===== config.mk =====
export PLATFORM = sky130hd
export DESIGN_NAME = idx_ea_gen
export DESIGN_NICKNAME = d
export VERILOG_FILES = /design/src/rtl/idx_ea_gen.sv
export SDC_FILE = /design/constraint.sdc
export NUM_CORES = 1
export LEC_CHECK = 0
export BUFFER_PORTS_ARGS = -buffer_cell sky130_fd_sc_hd__buf_2
export CAP_MARGIN = 20
export CORE_MARGIN = 2
export CORE_UTILIZATION = 35
export DETAILED_ROUTE_END_ITERATION = 10
export HOLD_SLACK_MARGIN = 0.15
export SLEW_MARGIN = 30
export SYNTH_ARGS = -nofsm -noshare
export SYNTH_HDL_FRONTEND = slang
export SYNTH_SLANG_ARGS = --single-unit

===== constraint.sdc =====
create_clock -name clk -period 7.35 [get_ports clk]
set_clock_uncertainty 0.2 [all_clocks]
set_input_delay 1.47 -clock clk [delete_from_list [all_inputs] [get_ports clk]]
set_output_delay 1.47 -clock clk [all_outputs]
set_load 0.1 [all_outputs]

===== src/rtl/idx_ea_gen.sv =====
module idx_ea_gen #(
  parameter int AW    = 16,
  parameter int STEPW = 3
) (
  input  logic          clk,
  input  logic          rst_n,
  input  logic          start,
  input  logic [3:0]    mode,
  input  logic [1:0]    base_sel,
  input  logic [STEPW-1:0] step,
  input  logic [4:0]    ofs5,
  input  logic          ofs_sign,
  input  logic [AW/2-1:0] ext_hi,
  input  logic [AW/2-1:0] ext_lo,
  input  logic [AW-1:0] reg_x,
  input  logic [AW-1:0] reg_y,
  input  logic [AW-1:0] reg_sp,
  input  logic [AW-1:0] reg_pc,
  input  logic [AW/2-1:0] acc_a,
  input  logic [AW/2-1:0] acc_b,
  output logic          rd_valid,
  output logic [AW-1:0] rd_addr,
  input  logic          rd_ready,
  input  logic [AW/2-1:0] rd_data,
  output logic          done,
  output logic [AW-1:0] ea,
  output logic          wb_en,
  output logic [AW-1:0] wb_val,
  output logic          illegal
);
  localparam int BW = AW / 2;

  localparam logic [3:0] M_S5 = 4'd0, M_S9 = 4'd1, M_L16 = 4'd2, M_I16 = 4'd3,
                         M_AA = 4'd4, M_AB = 4'd5, M_AD = 4'd6, M_ID  = 4'd7,
                         M_PRI = 4'd8, M_PRD = 4'd9, M_POI = 4'd10, M_POD = 4'd11;

  typedef enum logic [1:0] {S_IDLE, S_HI, S_LO} st_t;
  st_t st;

  logic [AW-1:0] base, amt, up, dn, nx_ea, nx_wb, ptr_q;
  logic          nx_wben, nx_ill, nx_ind;
  logic [BW-1:0] hi_q;

  always_comb begin
    case (base_sel)
      2'd0:    base = reg_x;
      2'd1:    base = reg_y;
      2'd2:    base = reg_sp;
      default: base = reg_pc;
    endcase
  end

  assign amt = {{(AW-STEPW){1'b0}}, step} + {{(AW-1){1'b0}}, 1'b1};
  assign up  = base + amt;
  assign dn  = base - amt;

  always_comb begin
    nx_ea   = '0;
    nx_wb   = '0;
    nx_wben = 1'b0;
    nx_ill  = 1'b0;
    nx_ind  = 1'b0;
    case (mode)
      M_S5:  nx_ea = base + {{(AW-5){ofs5[4]}}, ofs5};
      M_S9:  nx_ea = base + {{(AW-BW-1){ofs_sign}}, ofs_sign, ext_lo};
      M_L16: nx_ea = base + {ext_hi, ext_lo};
      M_I16: begin nx_ea = base + {ext_hi, ext_lo}; nx_ind = 1'b1; end
      M_AA:  nx_ea = base + {{BW{1'b0}}, acc_a};
      M_AB:  nx_ea = base + {{BW{1'b0}}, acc_b};
      M_AD:  nx_ea = base + {acc_a, acc_b};
      M_ID:  begin nx_ea = base + {acc_a, acc_b}; nx_ind = 1'b1; end
      M_PRI, M_PRD, M_POI, M_POD: begin
        if (base_sel == 2'd3) begin
          nx_ill = 1'b1;
        end else begin
          nx_wben = 1'b1;
          nx_wb   = (mode == M_PRI || mode == M_POI) ? up : dn;
          nx_ea   = (mode == M_PRI || mode == M_PRD) ? nx_wb : base;
        end
      end
      default: nx_ill = 1'b1;
    endcase
  end

  assign rd_valid = (st != S_IDLE);
  assign rd_addr  = ptr_q;

  always_ff @(posedge clk) begin
    if (!rst_n) begin
      st      <= S_IDLE;
      done    <= 1'b0;
      ea      <= '0;
      wb_en   <= 1'b0;
      wb_val  <= '0;
      illegal <= 1'b0;
      ptr_q   <= '0;
      hi_q    <= '0;
    end else begin
      done <= 1'b0;
      case (st)
        S_IDLE: if (start) begin
          if (nx_ind) begin
            ptr_q <= nx_ea;
            st    <= S_HI;
          end else begin
            done    <= 1'b1;
            ea      <= nx_ea;
            wb_en   <= nx_wben;
            wb_val  <= nx_wb;
            illegal <= nx_ill;
          end
        end
        S_HI: if (rd_ready) begin
          hi_q  <= rd_data;
          ptr_q <= ptr_q + {{(AW-1){1'b0}}, 1'b1};
          st    <= S_LO;
        end
        default: if (rd_ready) begin
          ea      <= {hi_q, rd_data};
          wb_en   <= 1'b0;
          wb_val  <= '0;
          illegal <= 1'b0;
          done    <= 1'b1;
          st      <= S_IDLE;
        end
      endcase
    end
  end
endmodule



Word-level counts from Yosys, hierarchy flattened
Index checks and enable logic that the tools add are counted.

Register bits: 61. Logic and storage cells: 95.

Equality and inequality tests: 19. Multiplexer cells: 40. Add/sub/neg operators: 10. Bitwise gates (word level): 1. Reductions and logical operators: 17.

Operators by type and width (count): $mux W16 (14); $pmux W16 S7 (1); $pmux W16 S2 (3); $add A16 B16 Y16 (4); $pmux W16 S3 (1); $add A16 B8 Y16 (2); $add A16 B1 Y16 const B (1); $add A16 B4 Y16 (1); $eq A4 B3 Y1 const B (4); $eq A4 B4 Y1 const B (4); $sub A16 B4 Y16 (1); $mux W1 (12); $reduce_and A4 Y1 (3); $eq A4 B2 Y1 const B (2); $mux W2 (4); $ne A2 B2 Y1 const B (4); $pmux W1 S2 (4); $reduce_or A8 Y1 (1); $reduce_bool A2 Y1 (3); $reduce_or A2 Y1 (3); $add A3 B1 Y4 const B (1); $eq A2 B1 Y1 const B (2); $eq A2 B2 Y1 const B (2); $eq A4 B1 Y1 const B (1); 7 further kinds (9).

Longest topological paths before layout
Depth after elaboration: 10. Mapped depth: 17. Depth with buffers taken out: 15.

Worst setup path before layout
No wires, ideal clock.

Path kind: input-to-reg. From: input base_sel[0]. To: register ea[12]. Data arrival time: 4.483 ns. Library setup time: 0.087 ns. Stages: 13. Setup slack: 2.581 ns. Path buffers: 2. Data required time: 7.063 ns. Path through: buf_4 > buf_2 > mux4_2 > ha_1 > inv_1 > fa_1 > nor2b_4 > o2111a_1 > o21a_4 > a22o_4 > and2_0 > o32a_1 > a221oi_2.

Longest elaborated chain between the ends: 10. Elaborated cells between the ends (all ways): 20. Those cells by class: add/sub: 8; eq/ne: 3; mux: 8; reduce/logical: 1.

RTL lines: start: declaration (line 9) `input logic [1:0] base_sel,`; $eq A2 B2 Y1 (tied with other cells) (line 45) `case (base_sel)`; $pmux W16 S3 (line 45); $sub A16 B4 Y16 / $add A16 B4 Y16 (equally long branches) (line 55, 54); $mux W16 (line 77) `nx_wb = (mode == M_PRI || mode == M_POI) ? up : dn;`; $mux W16 (line 78) `nx_ea = (mode == M_PRI || mode == M_PRD) ? nx_wb : base;`; $mux W16 (line 73) `if (base_sel == 2'd3) begin`; $pmux W16 S7 * (line 63) `case (mode)`; $mux W16 * (line 102) `if (nx_ind) begin`; $mux W16 * (line 101) `S_IDLE: if (start) begin`; $pmux W16 S2 * (line 100) `case (st)`; end signal: assignment (line 107) `ea <= nx_ea;`; end signal: assignment (line 119) `ea <= {hi_q, rd_data};`; end: declaration (line 26) `output logic [AW-1:0] ea,`.

Every way passes the cells marked *; elsewhere a longest branch is shown, timed or not. The select of a mux whose other input is x is not followed. A chain may end at the register's enable or synchronous reset.

Worst setup path in the final report
From: input mode[2]. To: register ea[11].

Longest elaborated chain between the ends: 9. Elaborated cells between the ends (all ways): 28. Those cells by class: eq/ne: 12; mux: 8; reduce/logical: 8.

RTL lines: start: declaration (line 8) `input logic [3:0] mode,`; $eq A4 B4 Y1, on equally long branches (line 63, 77, 78); $logic_or A1 B1 Y1 (line 77); $mux W16 (line 77); $mux W16 (line 78); $mux W16 (line 73); $pmux W16 S7 (line 63); $mux W16 (line 102); $mux W16 (line 101); $pmux W16 S2 (line 100).

Parallel ways exist; a longest one is shown, timed or not. The select of a mux whose other input is x is not followed.

==> flow_summary.ini <==
[outcome]
status = complete, no violations

[route]
firstDrtPassIters = 5
wirelength_mm = 18.7
wl_per_cell_um = 18.3
vias = 5969
routed_via_density = 5.82
first_iter_violations = 593
drt_drc_violations_left = 0
ant_nets = 0

[clocking]
clk_pin_slew_worst_paths_ns = 0.05
cts_setup_buffers = 0
clockBufferDepth = 2
cts_resized = 0
cts_tree = done
cts_max_level = 3
clk_latency_ns = 0.33
numCtsBuffers = 9
hold_buffers = 0
cts_sinks = 61
cts-root-buf = clkbuf_16

[finish]
multi_input_area_um2 = 3850
layout.cells.non_filler = 1026
area_growth_pct = 24.1
fin_nets = 995
drive_above_1_share_pct = 26.8
nFillCells = 1528
fin_area_um2 = 6570
antenna_cells = 0
utilization_pct = 44.9
final-seq-area_um2 = 1220

[die]
die_x_um = 127
coreArea_um2 = 14600
dieHeight_um = 127
row_count = 44
initial_core_util_pct = 36.2
dieArea_um2 = 16100
num_io_pins = 175

[power]
p_total_mw = 1.48
netSwitchingFraction_pct = 41.2
power_density_nw_per_um2 = 226
ir_drop_mv = 0.156
internal-power_mw = 0.872
clock_power_share_pct = 30.9
pwr-share-seq_pct = 24.6
p_switching_mw = 0.611
leakage_nw = 2.83
combPwrFrac_pct = 44.5

[synthesis]
yosys_warnings = 0
syn-cell-area_um2 = 5300
syn_nets = 848
avgSynthCellArea_um2 = 7.67
synth_top_area_share_pct = 23.1
ys_top_cells_by_count = a21oi_1, nor2_1, nand2_1
synth_largest_area_cell = dfxtp_1
syn_inst = 690
synth_enable_flop_cells = 0
postSynth.asyncResetShare_pct = 0
ys_ff_latch = 61
yosysUniqueCellTypes = 61
synth_ff_type = dfxtp_1
synth-seq-area-share_pct = 23.1
synth.most_common_cell = a21oi_1
synth.area.top_cells = dfxtp_1, a21oi_1, ha_1

[sta]
layout_worst_path_cycle_share_pct = 67.6
fin_setup_tns_ns = 0
grt_setup_unrepaired = false
max_slew_margin_pct = 36.5
maxSlewViolCount = 0
period_needed_ns = 4.97
fmax_ghz = 0.201
tightest_slew_ns = 0.953
finalSetupViolCount = 0
finalHoldViolations = 0

[setup_path]
worstSetupEndpointType = flop
crit_type = primary input to flop
path_max_fanout = 25
cp.required_ns = 7.38
arrival_ns = 5.00
cp-start-kind = primary input

[placement]
post_dp_cell_area_um2 = 6250
place_congestion = 0.946
dp_cells = 1010
dp_hpwl_mm = 14.7
port_buffers = 174

[grt]
grt_first_pass_wirelength_mm = 29.5
grt_overflow_total = 0
antenna_found_initial = 0
grt_pass1_vias = 5567
grt_usage_pct = 23.1
grt_max_degree = 55

[hold_path]
hp-class = flop to flop

[run]
cap_violations = 0
layer usage:
metal	up-vias	global-route usage [%]	part of all wire, %
met5	-	0	0
li1	2882	-	-
met3	39	4.10	6.3
met2	243	37.0	46
met4	0	8.53	3.6
met1	2805	31.3	45
power by group through the flow:
stage          Sequential [mW]  Clock, mW  Combinational (mW)
2_1_floorplan            0.493          0               0.357
3_3_place_gp             0.371          0               0.650
3_5_place_dp             0.371          0               0.650
4_1_cts                  0.364      0.463               0.653
5_1_grt                  0.366      0.480               0.709
6_report                 0.365      0.458               0.660
path summary, 6_finish.rpt:
| path | start | to | slack [ns] | cells after the start |
|---|---|---|---|---|
| min | hi_q[7] | hi_q[7] | 0.25 | 2 |
| max | mode[2] | ea[11] | 2.38 | 12 |
| min reg2reg | hi_q[7] | hi_q[7] | 0.25 | 2 |
| max reg2reg | st[1] | rd_addr[15] | 4.47 | 6 |
cells by family after synthesis:
kind of cell    after synthesis  synth area share [%]
compound gates              242                  29.3
simple gates                235                  19.8
flops                        61                  23.1
buf+inv                      55                  4.25
mux                          35                  10.6
fa+ha+maj                    35                  8.55
xor+xnor                     27                  4.47
through the flow:
stage | setup WS (ns) | hold WS, ns
5_1_grt | 2.15 | 0.274
6_report | 2.38 | 0.254
2_1_floorplan | 2.58 | 0.232
3_3_place_gp | 2.20 | 0.240
4_1_cts | 2.46 | 0.252
3_5_place_dp | 2.12 | 0.244
sequential cells by signal, summed over array words and instances, names as in the netlist:
name,count
rd_addr,16
st,2
ea,16
hi_q,8
wb_en,1
wb_val,16
illegal,1
done,1
critical path: stages:
cell and delay, ns:
buf_2 0.44, nand2b_1 0.22, nor2_1 0.10, a31oi_1 0.54, ha_1 0.40, a2111oi_0 0.44, o21ai_1 0.20, a31oi_1 0.36
xnor2_1 0.20, o221ai_1 0.18, o21a_1 0.21, a221oi_1 0.22
final cells by class:
type | count | share of cell area, %
clock buffer | 10 | 3.64
clock inverter | 6 | 1.31
inverter | 15 | 0.857
multi-input combinational | 574 | 58.6
sequential | 61 | 18.6
tap | 184 | 3.50
timing repair buffer | 176 | 13.5
layout by cell type (no fill, tap or decap), types with 6 or more instances in the layout:
cell type	instances
a22oi_1	14
and3_1	7
o22a_1	6
o22ai_1	7
dfxtp_1	61
clkbuf_16	9
mux4_2	16
a21o_1	10
nand2b_1	8
nor3_1	15
buf_2	174
a21oi_1	90
mux2_2	9
xor2_1	10
ha_1	33
a31oi_1	6
a221oi_1	8
o21ai_0	41
a32oi_1	6
nor2_1	82
nand2_1	81
nand3_1	15
xnor2_1	17
a211oi_1	10
inv_1	14
mux2i_1	10
No activity file was read; power rests on OpenSTA's default activity.
